[config.mk]
export PLATFORM = sky130hd
export DESIGN_NAME = region_attr_table
export DESIGN_NICKNAME = d
export VERILOG_FILES = /design/src/rtl/rca_pkg.sv /design/src/rtl/rca_wdec.sv /design/src/rtl/rca_rw_entry.sv /design/src/rtl/rca_pick.sv /design/src/rtl/region_attr_table.sv
export SDC_FILE = /design/constraint.sdc
export NUM_CORES = 1
export LEC_CHECK = 0
export BUFFER_PORTS_ARGS = -buffer_cell sky130_fd_sc_hd__buf_4
export CAP_MARGIN = 10
export CORE_ASPECT_RATIO = 2
export CORE_MARGIN = 2
export CORE_UTILIZATION = 30
export CTS_BUF_LIST = sky130_fd_sc_hd__clkbuf_2
export DETAILED_ROUTE_END_ITERATION = 10
export GPL_TIMING_DRIVEN = 0
export HOLD_SLACK_MARGIN = 0.15
export PLACE_DENSITY = 0.58
export SYNTH_ARGS = -nofsm -noshare
export SYNTH_HDL_FRONTEND = slang
export SYNTH_SLANG_ARGS = --single-unit
[constraint.sdc]
create_clock -name clk -period 2.4 [get_ports clk]
set_clock_uncertainty 0.05 [all_clocks]
set_input_delay 0.12 -clock clk [delete_from_list [all_inputs] [get_ports clk]]
set_output_delay 0.12 -clock clk [all_outputs]
set_load 0.03 [all_outputs]
[src/rtl/rca_pkg.sv]
`timescale 1ns/1ps
package rca_pkg;
   // Pair of implemented flags kept per region.
   typedef struct packed {
      logic cache;
      logic pref;
   } rca_flags_t;

   // Gate the prefetch permission by cacheability.
   function automatic rca_flags_t rca_gate(input rca_flags_t f);
      rca_flags_t o;
      o.cache = f.cache;
      o.pref  = f.cache & f.pref;
      return o;
   endfunction
endpackage

[src/rtl/rca_wdec.sv]
`timescale 1ns/1ps
// One-hot write decoder covering only the writable index range.
module rca_wdec #(
   parameter int IDX_W = 8,
   parameter int FIRST = 16,
   parameter int NOUT  = 240
) (
   input  logic             en,
   input  logic [IDX_W-1:0] idx,
   output logic [NOUT-1:0]  hit
);
   generate
      for (genvar g = 0; g < NOUT; g++) begin : g_hit
         assign hit[g] = en && (idx == IDX_W'(g + FIRST));
      end
   endgenerate
endmodule

[src/rtl/rca_rw_entry.sv]
`timescale 1ns/1ps
// Storage for one writable region: two flops, cleared by reset.
module rca_rw_entry (
   input  logic clk,
   input  logic rst_n,
   input  logic we,
   input  logic wcache,
   input  logic wpref,
   output logic cache,
   output logic pref
);
   always_ff @(posedge clk or negedge rst_n) begin
      if (!rst_n) begin
         cache <= 1'b0;
         pref  <= 1'b0;
      end else if (we) begin
         cache <= wcache;
         pref  <= wpref;
      end
   end
endmodule

[src/rtl/rca_pick.sv]
`timescale 1ns/1ps
// Selects one region's flags from the flattened flag vectors.
module rca_pick #(
   parameter int IDX_W = 8,
   parameter int NREG  = 256
) (
   input  logic [NREG-1:0]  cache_v,
   input  logic [NREG-1:0]  pref_v,
   input  logic [IDX_W-1:0] idx,
   output rca_pkg::rca_flags_t flags
);
   always_comb begin
      flags.cache = cache_v[idx];
      flags.pref  = pref_v[idx];
   end
endmodule

[src/rtl/region_attr_table.sv]
`timescale 1ns/1ps
module region_attr_table #(
   parameter int ADDR_W    = 32,
   parameter int REGION_W  = 8,
   parameter int DATA_W    = 32,
   parameter int RO_COUNT  = 16,
   parameter int CACHE_BIT = 0,
   parameter int PREF_BIT  = 3,
   parameter bit RO_CACHE  = 1'b1,
   parameter bit RO_PREF   = 1'b0
) (
   input  logic                clk,
   input  logic                rst_n,
   input  logic                cfg_we,
   input  logic [REGION_W-1:0] cfg_idx,
   input  logic [DATA_W-1:0]   cfg_wdata,
   output logic [DATA_W-1:0]   cfg_rdata,
   input  logic [ADDR_W-1:0]   lk_addr,
   output logic                lk_cacheable,
   output logic                lk_prefetchable
);
   import rca_pkg::*;

   localparam int NREG = 1 << REGION_W;
   localparam int NRW  = NREG - RO_COUNT;
   localparam int TOP  = ADDR_W - 1;

   // Elaboration-time parameter checks.
   generate
      if (REGION_W > ADDR_W) begin : g_bad_region
         $error("region index wider than address");
      end
      if (RO_COUNT < 0 || RO_COUNT >= NREG) begin : g_bad_ro
         $error("read-only count out of range");
      end
      if (CACHE_BIT == PREF_BIT) begin : g_bad_bits
         $error("flag bits must differ");
      end
      if (CACHE_BIT >= DATA_W || PREF_BIT >= DATA_W) begin : g_bad_width
         $error("flag bit beyond data width");
      end
   endgenerate

   logic [NREG-1:0] cache_v;
   logic [NREG-1:0] pref_v;
   logic [NRW-1:0]  wr_hit;

   rca_wdec #(
      .IDX_W (REGION_W),
      .FIRST (RO_COUNT),
      .NOUT  (NRW)
   ) u_wdec (
      .en  (cfg_we),
      .idx (cfg_idx),
      .hit (wr_hit)
   );

   generate
      for (genvar g = 0; g < NREG; g++) begin : g_reg
         if (g < RO_COUNT) begin : g_ro
            assign cache_v[g] = RO_CACHE;
            assign pref_v[g]  = RO_PREF;
         end else begin : g_rw
            rca_rw_entry u_ent (
               .clk    (clk),
               .rst_n  (rst_n),
               .we     (wr_hit[g-RO_COUNT]),
               .wcache (cfg_wdata[CACHE_BIT]),
               .wpref  (cfg_wdata[PREF_BIT]),
               .cache  (cache_v[g]),
               .pref   (pref_v[g])
            );
         end
      end
   endgenerate

   // Reserved write bits intentionally dropped.
   logic unused_wdata;
   assign unused_wdata = ^cfg_wdata;

   // Register read port.
   rca_flags_t rd_flags;
   rca_pick #(.IDX_W(REGION_W), .NREG(NREG)) u_rd_pick (
      .cache_v (cache_v),
      .pref_v  (pref_v),
      .idx     (cfg_idx),
      .flags   (rd_flags)
   );

   always_comb begin
      cfg_rdata            = '0;
      cfg_rdata[CACHE_BIT] = rd_flags.cache;
      cfg_rdata[PREF_BIT]  = rd_flags.pref;
   end

   // Lookup port: region from the top address bits.
   logic [REGION_W-1:0] lk_region;
   logic                unused_addr;
   assign lk_region   = lk_addr[TOP -: REGION_W];
   assign unused_addr = ^lk_addr;

   rca_flags_t lk_raw;
   rca_flags_t lk_out;
   rca_pick #(.IDX_W(REGION_W), .NREG(NREG)) u_lk_pick (
      .cache_v (cache_v),
      .pref_v  (pref_v),
      .idx     (lk_region),
      .flags   (lk_raw)
   );

   assign lk_out          = rca_gate(lk_raw);
   assign lk_cacheable    = lk_out.cache;
   assign lk_prefetchable = lk_out.pref;
endmodule

### After elaboration in Yosys (flattened, before gate mapping)

Cells that the tools add are included.

| cells by class | value |
|---|---|
| order comparisons | 2 |
| equality and inequality tests | 240 |
| multiplexer cells | 8 |
| bitwise logic cells | 1 |
| reduce and logical (&&, ||, !) cells | 240 |

Operators with widths:

| kind | count |
|---|---|
| 8-bit == test (second input constant) | 128 |
| 8-bit by 7-bit == test with 1-bit output (second input constant) | 64 |
| 8-bit by 6-bit == test with 1-bit output (second input constant) | 32 |
| 1-bit logical AND | 240 |
| 8-bit by 5-bit == test with 1-bit output (second input constant) | 16 |
| 1-bit binary-select mux with 8-bit select | 4 |
| 8-bit by 9-bit less-than comparator with 1-bit output (second input constant) | 2 |
| 1-bit two-way mux | 4 |
| 1-bit AND | 1 |

| word-level totals | value |
|---|---|
| bits in registers | 480 |
| bits of input ports | 75 |
| output and inout port bits | 34 |
| word-level logic and storage cells | 971 |

### Longest topological paths before layout

| depth | value |
|---|---|
| word-level depth | 3 |
| gate-level depth with buffers | 11 |
| gate-level depth less buffers | 7 |

### By module

Synthesis repeated with hierarchy kept, for this count alone.

| second synthesis, totals | value |
|---|---|
| cells, all modules | 2,197 |
| area, all modules | 28,768.8 sq um |

By module, submodules not included:

| module | times used | cells an instance | area an instance (sq um) | sequential area each (sq um) |
|---|---|---|---|---|
| rca_rw_entry | 240 | 4 | 72.6 | 50.0 |
| rca_pick | 2 | 426 | 4,630.7 | 0.0 |
| rca_wdec | 1 | 352 | 1,851.8 | 0.0 |
| region_attr_table | 1 | 33 | 239.0 | 0.0 |

### Least setup slack after synthesis

Ideal clock, no wire load.

| timing | value |
|---|---|
| path type | in2out |
| from | input port lk_addr[26] |
| to | output port lk_prefetchable |
| arrival time | 2.452 ns |
| required time | 2.230 ns |
| slack | -0.222 ns |
| stages | 10 |
| path buffers | 4 |
| cells stage by stage | buf_2 > buf_2 > clkbuf_1 > clkbuf_1 > nor2_1 > o22ai_1 > a21oi_1 > a221oi_1 > a21o_1 > a21boi_1 |

| on the way | value |
|---|---|
| word-level cells in the longest chain between the ends | 3 |
| elaborated cells on any way between the ends | 5 |
| classes of those cells | mux (4); bitwise (1) |

Ends and longest elaborated chain:

| element | line | source |
|---|---|---|
| from (decl) | region_attr_table.sv:18 | `input logic [ADDR_W-1:0] lk_addr,` |
| 1-bit binary-select mux with 8-bit select | rca_pick.sv:13 | `flags.cache = cache_v[idx];` |
| 1-bit two-way mux (not written as such) | rca_pick.sv:13 |  |
| named net lk_cacheable | region_attr_table.sv:19 | `output logic lk_cacheable,` |
| 1-bit AND | rca_pkg.sv:13 | `o.pref = f.cache & f.pref;` |
| to (decl) | region_attr_table.sv:20 | `output logic lk_prefetchable` |

The timed path passes the listed nets, and every way through them passes these cells. The select of a mux whose other input is x is not followed.

### Worst setup path after layout

| timing | value |
|---|---|
| from | register g_reg[83].g_rw.u_ent.cache |
| to | output port cfg_rdata[0] |

| on the way | value |
|---|---|
| word-level cells in the longest chain between the ends | 2 |

Ends and longest elaborated chain:

| element | line | source |
|---|---|---|
| from (decl) | rca_rw_entry.sv:9 | `output logic cache,` |
| from (signal assigned) | rca_rw_entry.sv:17 | `cache <= wcache;` |
| 1-bit binary-select mux with 8-bit select | rca_pick.sv:13 |  |
| 1-bit two-way mux (not written as such) | rca_pick.sv:13 |  |
| to (decl) | region_attr_table.sv:17 | `output logic [DATA_W-1:0] cfg_rdata,` |

No other way between the ends. The select of a mux whose other input is x is not followed.

==> reports/results.tsv <==
metric	value	unit
outcome	complete, but fails checks	
violations_in_the_final_reports	setup timing	
flow.area_growth_from_synthesis	15.1	%
grt_pass1_vias	22000	
placed_cells	3174	
p_seq_share	51.7	%
hold-worst-slack	106	ps
vias	20500	
synth_area_per_cell	13.9	sq um
yosysWarningCount	0	
worst_setup_path_end_kind	output pin	
port_buffers	14	
synth_cell_type_count	51	
grt.total_usage	27.7	%
pin_count	109	
timing.critical_path.required	2230	ps
rows	155	
synthDominantCellAreaShare	44.5	%
synthesis.area	0.0270	sq mm
timing.final.crit_period	4110	ps
power_density	548	mW/mm^2
synth-edff-count	0	
period_share	171	%
synth_top_cells_by_area	sky130_fd_sc_hd__dfrtp_1 44%, sky130_fd_sc_hd__mux4_2 22%, sky130_fd_sc_hd__mux2_2 20%	
grt_antenna_before_repair	6	
clkSlewWorstSetupHoldPaths	120	ps
post_synth_inst_count	1937	
grt_max_degree	128	
fin_cells	3428	
dominant_combinational_cell_family_by_area_after_synthesis	multiplexers	
synth_xor_xnor_area_share	0	%
number_of_pins_exceeding_their_max_slew_limit_in_the_final_report	0	
detail_route.wl_per_cell	37.7	microns
floorplan.die.height	428	microns
ys_seq_elements	480	
slew-limit-headroom	6.54	%
max_cap_violations	0	
nNetsFinal	2245	
cts-root-to-sink-buffers	3	
clockPowerShare	30.8	%
synth_largest_area_cell	sky130_fd_sc_hd__dfrtp_1	
drt-total-wl	129000	microns
cts_tree	built	
detailedRoute.firstPassIterationCount	7	
grt_first_pass_wirelength	175000	microns
timing.final.setup_violations	34	
clk_latency	1450	ps
numCtsBuffers	105	
root_buffer	sky130_fd_sc_hd__clkbuf_2	
min_path_type	primary input to flop	
synth.top_cells.by_count	482 x sky130_fd_sc_hd__mux2_2, 480 x sky130_fd_sc_hd__dfrtp_1, 258 x sky130_fd_sc_hd__mux4_2	
dp_hpwl	91600	microns
dieWidth	216	microns
netSwitchingFraction	33.6	%
cts_max_level	3	
synth_seq_area_share	44.5	%
final_layout_size_suffix_gt1_share	48.7	%
drt_iter0_drcs	1927	
netsw	5.73	mW
worst_pin_slew	1390	ps
ys_async_sr_fraction	100	%
critPathMaxFanout	2	
rsz0062_at_grt	true	
grt_remaining_overflow	0	
synth.mux.area_fraction	43.2	%
vias_per_cell	5.98	
critPathArrivalTime	3940	ps
fp.coreArea	0.0892	sq mm
place.gp.congestion	1.00	
fmax	243	MHz
setup_ws	-1710	ps
worstSetupPathType	flop to output pin	
design.die.area	0.0926	sq mm
hold_viol	0	
leakagePower	13.7	nW
share_comb_of_total_power	17.5	%
yosys.cell_count.top_type	sky130_fd_sc_hd__mux2_2	
cts.sinks	480	
initial_utilization	30.3	%
synth_adder_area_share	0	%
irDropWorstVdd	0.316	mV
yosys_most_used_dff	sky130_fd_sc_hd__dfrtp_1	
intPower	11.3	mW
synth-compound-area-share	2.52	%
antenna_violating_nets_post_route	0	
post_synth_and_or_nand_nor_area_fraction	5.91	%
setup.worst_path.start_class	flop	
drc	0	
==> cells in the final DEF, fill, tap and decap left out, types with 3 or more instances in the layout <==
master	Yosys	final
sky130_fd_sc_hd__a221o_1	3	3
sky130_fd_sc_hd__clkbuf_2	1	166
sky130_fd_sc_hd__a221oi_2	0	3
sky130_fd_sc_hd__mux2_2	482	482
sky130_fd_sc_hd__buf_6	12	21
sky130_fd_sc_hd__mux4_2	258	258
sky130_fd_sc_hd__o22ai_1	4	3
sky130_fd_sc_hd__a21oi_1	17	14
sky130_fd_sc_hd__nor2b_1	14	14
sky130_fd_sc_hd__inv_1	6	6
sky130_fd_sc_hd__nand4_1	3	3
sky130_fd_sc_hd__inv_2	0	3
sky130_fd_sc_hd__a221oi_1	12	8
sky130_fd_sc_hd__nor3_1	15	13
sky130_fd_sc_hd__mux2i_1	41	41
sky130_fd_sc_hd__a22oi_1	31	26
sky130_fd_sc_hd__nand2b_1	7	7
sky130_fd_sc_hd__buf_4	36	52
sky130_fd_sc_hd__clkbuf_16	0	4
sky130_fd_sc_hd__buf_1	9	6
sky130_fd_sc_hd__buf_16	0	3
sky130_fd_sc_hd__buf_12	0	17
sky130_fd_sc_hd__dlygate4sd3_1	0	33
sky130_fd_sc_hd__o21ai_0	8	8
sky130_fd_sc_hd__a22oi_2	0	5
sky130_fd_sc_hd__nand3_1	15	13
sky130_fd_sc_hd__buf_2	18	19
sky130_fd_sc_hd__clkbuf_1	109	83
sky130_fd_sc_hd__a21oi_2	0	3
sky130_fd_sc_hd__conb_1	1	30
sky130_fd_sc_hd__dfrtp_1	480	479
sky130_fd_sc_hd__clkinv_1	0	25
sky130_fd_sc_hd__diode_2	0	9
sky130_fd_sc_hd__nor2_2	0	4
sky130_fd_sc_hd__buf_8	6	24
sky130_fd_sc_hd__nor2_1	174	169
sky130_fd_sc_hd__nand2_1	134	132
==> power groups by stage <==
stage                     sequential, mW  combinational, mW  clock, mW
after floorplan                     8.80               1.55          0
after global placement              8.91               2.58          0
after detailed placement            8.94               2.68          0
after CTS                           8.79               2.84       5.33
after global routing                8.84               3.05       5.71
final                               8.80               2.99       5.25
==> per-layer routing <==
layer / GRT usage (%) / wire length, microns / vias up
li1: - / - / 7815
met3: 6.65 / 9340 / 618
met1: 26.1 / 38800 / 10800
met4: 28.5 / 16700 / 4
met5: 0 / 25 / -
met2: 47.6 / 64400 / 1289
==> worst max-delay path, stage by stage, from the launching register on <==
cell	delay, ps
sky130_fd_sc_hd__dfrtp_1	430
sky130_fd_sc_hd__mux4_2	480
sky130_fd_sc_hd__mux4_2	540
sky130_fd_sc_hd__a22oi_2	350
sky130_fd_sc_hd__a21oi_2	140
sky130_fd_sc_hd__or3_4	440
sky130_fd_sc_hd__buf_6	150
==> worst paths after layout <==
check                                                           to                                    start  slack, ps  cells past startpoint
max                                                   cfg_rdata[0]   g_reg[83].g_rw.u_ent.cache$_DFFE_PN0P_      -1710                      6
min in group asynchronous   g_reg[243].g_rw.u_ent.pref$_DFFE_PN0P_                                    rst_n        560                     19
min                        g_reg[244].g_rw.u_ent.cache$_DFFE_PN0P_                               cfg_idx[3]        110                      5
min reg2reg                g_reg[230].g_rw.u_ent.cache$_DFFE_PN0P_  g_reg[230].g_rw.u_ent.cache$_DFFE_PN0P_        480                      1
max in group asynchronous  g_reg[172].g_rw.u_ent.cache$_DFFE_PN0P_                                    rst_n        240                     22
max reg2reg                 g_reg[192].g_rw.u_ent.pref$_DFFE_PN0P_   g_reg[192].g_rw.u_ent.pref$_DFFE_PN0P_        960                      2
==> logic make-up after synthesis <==
group	count (synthesis)
flip-flops	480
other	1
multiplexers	783
buffers and inverters	197
AO/OA/AOI/OAI	95
AND/OR/NAND/NOR	381
==> metrics by stage <==
step	area [sq um]	power, mW	utilization [%]	setup WS, ps	setup TNS, ps
final	31100	17.0	34.9	-1710	-7900
after global routing	31100	17.6	34.8	-1750	-6710
after CTS	30800	17.0	34.5	-1720	-178300
after detailed placement	29100	11.6	32.6	-1940	-522160
after global placement	28700	11.5	32.2	-3950	-2471640
after floorplan	27100	10.4	-	1.65	0
==> layout make-up <==
type	instances	area (sq um)
clock inverters	32	130
repair buffers	98	1330
diodes	9	22.5
clock buffers	147	736
multi-input cells	1289	14300
plain buffers	190	1100
fillers	8903	58100
inverters	6	22.5
flip-flops and latches	480	12000
well taps	1177	1470
==> timing repair <==
item                       CTS  global route
pin swaps                   14             6
setup endpoints to repair  141           457
buffers inserted             3             0
gates resized for setup     31            46
gates cloned                 0             5
hold buffers                51             2
hold endpoints to repair   833            43
==> state kept, by name, indices dropped and copies added (netlist names) <==
signal / count
g.g_rw.u_ent.cache: 240
g.g_rw.u_ent.pref: 240
(Power assumes the default switching activity.)
